**config.mk**
```make
export PLATFORM = sky130hd
export DESIGN_NAME = code_check_indicator
export DESIGN_NICKNAME = d
export VERILOG_FILES = /design/src/rtl/cci_pkg.sv /design/src/rtl/cci_capture.sv /design/src/rtl/cci_hold_timer.sv /design/src/rtl/cci_control.sv /design/src/rtl/code_check_indicator.sv
export SDC_FILE = /design/constraint.sdc
export NUM_CORES = 1
export LEC_CHECK = 0
export BUFFER_PORTS_ARGS = -buffer_cell sky130_fd_sc_hd__buf_2
export CORE_MARGIN = 2
export CORE_UTILIZATION = 54
export CTS_CLUSTER_DIAMETER = 50
export CTS_CLUSTER_SIZE = 24
export DETAILED_ROUTE_END_ITERATION = 16
export PLACE_DENSITY = 0.73
export SYNTH_ARGS = -nofsm -noshare
export SYNTH_HDL_FRONTEND = slang
export SYNTH_SLANG_ARGS = --single-unit
```
**constraint.sdc**
```tcl
create_clock -name clk -period 3.8 [get_ports clk]
set_input_delay 0.57 -clock clk [delete_from_list [all_inputs] [get_ports clk]]
set_output_delay 0.57 -clock clk [all_outputs]
set_load 0.005 [all_outputs]
```
**src/rtl/cci_pkg.sv**
```systemverilog
// Package for the code-check indicator.
// Holds the phase encoding, the input width and the map from entry step
// to sampled input bit. Assumes the code input is eight bits wide.
package cci_pkg;

    // Phase of the controller
    typedef enum logic [1:0] {
        PH_ENTRY = 2'd0,
        PH_CHECK = 2'd1,
        PH_PASS  = 2'd2,
        PH_FAIL  = 2'd3
    } phase_t;

    localparam int CODE_W   = 8;
    localparam int IDX_W    = $clog2(CODE_W);
    localparam int NUM_TAPS = 4;

    // Input bit sampled at each step; step 0 occupies the low field.
    // Steps 0..3 take bits 7, 6, 5, 3.
    localparam logic [NUM_TAPS*IDX_W-1:0] TAP_MAP = {3'd3, 3'd5, 3'd6, 3'd7};

endpackage

```
**src/rtl/cci_capture.sv**
```systemverilog
// Step counter and captured code bits.
// On every 'take' it stores the input bit mapped to the current step and
// moves to the next step, wrapping after the last one. Assumes 'take' is
// only raised by the controller while it is in the entry phase.
module cci_capture
    import cci_pkg::*;
#(
    parameter int STEPS = NUM_TAPS
) (
    input  logic              clk,
    input  logic              rst_n,
    input  logic              take,
    input  logic [CODE_W-1:0] code_in,
    output logic              last_step,
    output logic              code_ok
);
    localparam int STEP_W = (STEPS > 1) ? $clog2(STEPS) : 1;
    localparam logic [STEP_W-1:0] LAST = STEP_W'(STEPS - 1);

    logic [STEP_W-1:0] step_q;
    logic [STEPS-1:0]  cap_q;
    logic              unused_code;

    assign last_step = (step_q == LAST);
    assign code_ok   = &cap_q;
    // Fold of the inputs so that bits no step samples count as read
    assign unused_code = ^code_in;

    // Step index: advances on take, wraps after the last step
    always_ff @(posedge clk) begin
        if (!rst_n)
            step_q <= '0;
        else if (take)
            step_q <= last_step ? '0 : step_q + 1'b1;
    end

    // One capture flop per step, each tied to its own input bit
    for (genvar g = 0; g < STEPS; g++) begin : g_cap
        localparam int BIT = int'(TAP_MAP[g*IDX_W +: IDX_W]);
        always_ff @(posedge clk) begin
            if (!rst_n)
                cap_q[g] <= 1'b0;
            else if (take && step_q == STEP_W'(g))
                cap_q[g] <= code_in[BIT];
        end
    end

    assert_step_hold_R4: assert property (@(posedge clk) disable iff (!rst_n)
        !take |=> $stable(step_q));
    assert_step_wrap_R3: assert property (@(posedge clk) disable iff (!rst_n)
        take && last_step |=> step_q == '0);
    assert_step_next_R3: assert property (@(posedge clk) disable iff (!rst_n)
        take && !last_step |=> step_q == $past(step_q) + 1'b1);
endmodule

```
**src/rtl/cci_hold_timer.sv**
```systemverilog
// Loadable down-counter for the result holds.
// 'load' writes load_val; otherwise the count falls by one per cycle
// until it stops at zero. 'expired' flags a count of zero. Assumes the
// loaded value is the hold length minus one.
module cci_hold_timer #(
    parameter int CNT_W = 8
) (
    input  logic             clk,
    input  logic             rst_n,
    input  logic             load,
    input  logic [CNT_W-1:0] load_val,
    output logic             expired
);
    logic [CNT_W-1:0] cnt_q;

    assign expired = (cnt_q == '0);

    // Count register: load wins, else decrement while non-zero
    always_ff @(posedge clk) begin
        if (!rst_n)
            cnt_q <= '0;
        else if (load)
            cnt_q <= load_val;
        else if (!expired)
            cnt_q <= cnt_q - 1'b1;
    end

    assert_timer_load_R6: assert property (@(posedge clk) disable iff (!rst_n)
        load |=> cnt_q == $past(load_val));
    assert_timer_step_R7: assert property (@(posedge clk) disable iff (!rst_n)
        !load && cnt_q != '0 |=> cnt_q == $past(cnt_q) - 1'b1);
    assert_timer_rest_R8: assert property (@(posedge clk) disable iff (!rst_n)
        !load && cnt_q == '0 |=> cnt_q == '0);
endmodule

```
**src/rtl/cci_control.sv**
```systemverilog
// Phase controller for the code-check indicator.
// It walks entry -> check -> pass or fail hold -> entry. It gates the
// strobe into captures, picks the timer reload for the hold being entered,
// decodes the indicator lines and raises the completion pulse.
// Assumes the timer is loaded in the check cycle.
module cci_control
    import cci_pkg::*;
#(
    parameter int               CNT_W     = 8,
    parameter logic [CNT_W-1:0] PASS_LOAD = '1,
    parameter logic [CNT_W-1:0] FAIL_LOAD = '1
) (
    input  logic             clk,
    input  logic             rst_n,
    input  logic             strobe,
    input  logic             last_step,
    input  logic             code_ok,
    input  logic             expired,
    output logic             take,
    output logic             load,
    output logic [CNT_W-1:0] load_val,
    output logic [2:0]       ind,
    output logic             done
);
    phase_t phase_q, phase_d;
    logic   in_hold;
    logic   done_q;

    assign in_hold  = (phase_q == PH_PASS) || (phase_q == PH_FAIL);
    assign take     = strobe && (phase_q == PH_ENTRY);
    assign load     = (phase_q == PH_CHECK);
    assign load_val = code_ok ? PASS_LOAD : FAIL_LOAD;
    assign done     = done_q;

    // Next phase
    always_comb begin
        phase_d = phase_q;
        unique case (phase_q)
            PH_ENTRY: if (take && last_step) phase_d = PH_CHECK;
            PH_CHECK: phase_d = code_ok ? PH_PASS : PH_FAIL;
            PH_PASS:  if (expired) phase_d = PH_ENTRY;
            PH_FAIL:  if (expired) phase_d = PH_ENTRY;
            default:  phase_d = PH_ENTRY;
        endcase
    end

    // Indicator decode from the phase
    always_comb begin
        unique case (phase_q)
            PH_PASS: ind = 3'b010;
            PH_FAIL: ind = 3'b001;
            default: ind = 3'b100;
        endcase
    end

    // Phase register
    always_ff @(posedge clk) begin
        if (!rst_n)
            phase_q <= PH_ENTRY;
        else
            phase_q <= phase_d;
    end

    // Completion pulse, one cycle after the last hold cycle
    always_ff @(posedge clk) begin
        if (!rst_n)
            done_q <= 1'b0;
        else
            done_q <= in_hold && expired;
    end

    assert_check_result_R5: assert property (@(posedge clk) disable iff (!rst_n)
        phase_q == PH_CHECK |=> phase_q == ($past(code_ok) ? PH_PASS : PH_FAIL));
    assert_entry_to_check_R5: assert property (@(posedge clk) disable iff (!rst_n)
        phase_q == PH_ENTRY && strobe && last_step |=> phase_q == PH_CHECK);
    assert_hold_keeps_R9: assert property (@(posedge clk) disable iff (!rst_n)
        in_hold && !expired |=> phase_q == $past(phase_q));
    assert_hold_exit_R8: assert property (@(posedge clk) disable iff (!rst_n)
        in_hold && expired |=> phase_q == PH_ENTRY && done_q);
    assert_done_single_R8: assert property (@(posedge clk) disable iff (!rst_n)
        done_q |=> !done_q);
endmodule

```
**src/rtl/code_check_indicator.sv**
```systemverilog
// Top of the timed code-check result indicator.
// It derives the hold lengths in cycles from CLK_HZ and the hold seconds,
// sizes the counter for the longer hold, and wires capture, timer and
// controller. Assumes both holds are at least one cycle long and that
// CLK_HZ * PASS_SEC fits in 31 bits.
module code_check_indicator
    import cci_pkg::*;
#(
    parameter int CLK_HZ   = 50_000_000,
    parameter int PASS_SEC = 3,
    parameter int FAIL_SEC = 2
) (
    input  logic              clk,
    input  logic              rst_n,
    input  logic              strobe,
    input  logic [CODE_W-1:0] code_in,
    output logic [2:0]        ind,
    output logic              done
);
    localparam int PASS_CYC = CLK_HZ * PASS_SEC;
    localparam int FAIL_CYC = CLK_HZ * FAIL_SEC;
    localparam int MAX_CYC  = (PASS_CYC > FAIL_CYC) ? PASS_CYC : FAIL_CYC;
    localparam int CNT_W    = (MAX_CYC > 2) ? $clog2(MAX_CYC) : 1;
    localparam logic [CNT_W-1:0] PASS_LOAD = CNT_W'(PASS_CYC - 1);
    localparam logic [CNT_W-1:0] FAIL_LOAD = CNT_W'(FAIL_CYC - 1);

    logic             take;
    logic             last_step;
    logic             code_ok;
    logic             load;
    logic [CNT_W-1:0] load_val;
    logic             expired;

    cci_capture #(
        .STEPS    (NUM_TAPS)
    ) u_capture (
        .clk      (clk),
        .rst_n    (rst_n),
        .take     (take),
        .code_in  (code_in),
        .last_step(last_step),
        .code_ok  (code_ok)
    );

    cci_hold_timer #(
        .CNT_W    (CNT_W)
    ) u_timer (
        .clk      (clk),
        .rst_n    (rst_n),
        .load     (load),
        .load_val (load_val),
        .expired  (expired)
    );

    cci_control #(
        .CNT_W    (CNT_W),
        .PASS_LOAD(PASS_LOAD),
        .FAIL_LOAD(FAIL_LOAD)
    ) u_control (
        .clk      (clk),
        .rst_n    (rst_n),
        .strobe   (strobe),
        .last_step(last_step),
        .code_ok  (code_ok),
        .expired  (expired),
        .take     (take),
        .load     (load),
        .load_val (load_val),
        .ind      (ind),
        .done     (done)
    );

    assert_ind_onehot_R2: assert property (@(posedge clk) disable iff (!rst_n)
        $countones(ind) == 1);
endmodule

```
==> run_results.csv <==
group,metric,value,unit
placed_design,port-buffer-count,10,
sta,fmax,369.0,MHz
finish,post-route-util,60.80,%
yosys,synth_edf_count,0,
cts,cts_buffers,5,
floorplan,pin_count,15,
finish,n_fill_cell,307,
placed_design,dp_cells,276,
setup_path,arrival,2.97,ns
setup_path,path_cells,"or4_4 > or3_1 > or4_4 > a211o_1 > and3_1",
floorplan,start_util,56.70,%
sta,min_period_over_period,71.32,%
setup_path,path_class,"register to register",
finish,nNetsFinal,254,
floorplan,num_rows,21,
floorplan,core,3390,sq um
yosys,synth_top_cell_area_share,38.54,%
outcome,status,"finished, final reports clean",
pwr,p_leak,0.7885,nW
setup_path,worstPathRequired,4.06,ns
global_route,gr-usage-met3,5.893,%
route,drtIter0Drc,124,
sta,drv_slew,0,
route,antenna_left,0,
run,drv_cap,0,
yosys,yosysSeqAreaShare,38.54,%
global_route,busiest_layer,"met2",
cts,cts_tree,"built",
cts,cts-root-buf,"clkbuf_4",
setup_path,crit_fanout,11,
yosys,ys_async_sr_fraction,0,%
floorplan,die_h,63.66,um
cts,cts.repair.resized,0,
pwr,power_density,1011,nW/um^2
placed_design,pre_cts_ws,1.109,ns
route,wl_per_cell,14.45,um
finish,ff_latch_area,740.7,sq um
yosys,syn_inst,229,
floorplan,die_area,4052,sq um
route,first_pass_iters,4,
cts,htreeDepth,2,
placed_design,place.detailed.hpwl,2752,um
route,wl,4103,um
global_route,grt_max_degree,21,
yosys,syn_area_per_cell,8.392,sq um
finish,antenna-diode-count,0,
sta,period_minus_slack,2.710,ns
finish,final_common_cell,"dfxtp_1",
yosys,synthFlopType,"dfxtp_1",
route,via_count,1667,
finish,layout_common_cells,"37 x dfxtp_1, 22 x nor2_1, 21 x a21oi_1",
yosys,synth_area_leader_cell,"dfxtp_1",
setup_path,cp_slowest_cell,"or4_4",
global_route,grt_pass1_wl,7038,um
yosys,syn_area,1922,sq um
pwr,power.total,2.084,mW
global_route,met2_usage,36.05,%
finish,areaGrowthSynthToFinish,7.227,%
finish,final_cell_area,2061,sq um
sta,relSlewSlack,42.96,%
yosys,synthTopCellsByArea,"dfxtp_1 39%, a21oi_1 5.5%, nor2_1 4.3%, ha_1 3.9%, nand2_1 3.7%",
yosys,syn_nets,246,
hold_path,hp-class,"input port to register",
cts,cts_hold_buf,0,
sta,setup_ws,1.090,ns
sta,worstMarginPinSlew,0.8556,ns
setup_path,worstSetupEndpointType,"register",
global_route,grtUsageTotal,22.36,%
cts,post_cts_buffers,0,
global_route,met1_usage,28.63,%
yosys,synth_warnings,0,
route,drc,0,
sta,hold_ws,0.4687,ns
finish,multiInputGateArea,1097,sq um
sta,finalSetupViolations,0,
placed_design,placed_area,1991,sq um
finish,drive_above_1_share,12.18,%
yosys,synth_cell_type_count,44,
setup_path,critPathMaxStageDelay,0.68,ns
floorplan,die_w,63.66,um
sta,final-hold-violation-count,0,
yosys,synth-seq-cells,37,
sta,rsz0062_at_grt,"no",
cts,cts_num_sinks,37,
cts,clkTransAtPathRegs,0.11,ns
sta,fin_setup_tns,0,ns
setup_path,startpoint_type,"register",
cts,cts_buffer_depth,2,
setup_path,cpMostUsedCell,"or4_4",
sta,finClkSkew,0.01206,ns
global_route,overflow,0,
placed_design,gp_congestion,0.8102,
global_route,grt_pass1_vias,1554,
finish,fin_cells,284,
cts,clkLatencyLatePin,0.36,ns
global_route,antenna_found_initial,0,
route,viasPerCell,5.870,
pwr,peakVddDrop,0.6550,mV
metal layers:
layer / part of all wire [%] / vias to the layer above
met5: 0 / -
met4: 1.5 / 0
met3: 4.2 / 7
met2: 45 / 32
met1: 50 / 777
li1: - / 851
power breakdown:
group | leakage (nW) | switching, mW | internal [mW]
registers | 0.302 | 0.137 | 0.528
logic | 0.445 | 0.704 | 0.472
clock network | 0.0413 | 0.135 | 0.107
total | 0.788 | 0.977 | 1.11
synthesized netlist by cell type (2+ instances only):
cell type  count
nor3_1         4
or2_2          2
nor2b_1        4
o31ai_1        8
nor3b_1        2
o21a_1         2
nand3_1        8
xor2_1         6
or4_1          7
and3_1         2
nand2_1       19
xnor2_1        7
inv_1          5
buf_6          2
o21ai_0        9
nor4_1         9
clkbuf_1       7
nand4_1        5
ha_1           6
nor2_1        22
or4_4          2
buf_1          2
nand2b_1       2
a31oi_1        5
a21oi_1       21
dfxtp_1       37
or3_1          7
sequential cells by signal (all words and copies together) (netlist names):
register and count:
u_timer.cnt_q 28, u_capture.cap_q 4, u_capture.step_q 2, u_control.phase_q 2, u_control.done 1
worst paths after layout:
path | end | startpoint | slack, ns | cells after the start
worst max-delay path | u_timer.cnt_q[2]$_SDFFE_PN0P_ | u_timer.cnt_q[15]$_SDFFE_PN0P_ | 1.09 | 5
worst min-delay path | u_capture.cap_q[1]$_SDFFE_PN0P_ | code_in[6] | 0.47 | 3
worst min register to register | u_capture.cap_q[0]$_SDFFE_PN0P_ | u_capture.cap_q[0]$_SDFFE_PN0P_ | 0.47 | 2
worst max register to register | u_timer.cnt_q[2]$_SDFFE_PN0P_ | u_timer.cnt_q[15]$_SDFFE_PN0P_ | 1.09 | 5
cells by family (layout without fill, tap and decap cells):
kind of cell             count (synthesis)  after routing  synth area share [%]
XOR/XNOR                                13             13                 5.925
adder cells (fa/ha/maj)                  6              6                 3.906
buffers and inverters                   18             27                 4.362
flip-flops                              37             37                 38.54
multiplexers                             2              2                 1.107
AO/OA/AOI/OAI                           52             52                 16.86
AND/OR/NAND/NOR                        101            101                 29.30
worst max-delay path: cells and delay by family (launching register included):
family	cells	cell delay [ns]
AND/OR/NAND/NOR	4	1.93
flip-flops	1	0.36
AO/OA/AOI/OAI	1	0.32
layout make-up:
class | instances | share of cell area (%)
Multi-Input combinational cell | 174 | 53.25
Sequential cell | 37 | 35.94
Timing Repair Buffer | 13 | 3.522
Clock buffer | 7 | 3.157
Tap cell | 46 | 2.793
Inverter | 6 | 1.093
Clock inverter | 1 | 0.2429
Note: power is estimated with default switching activity, not from simulation.
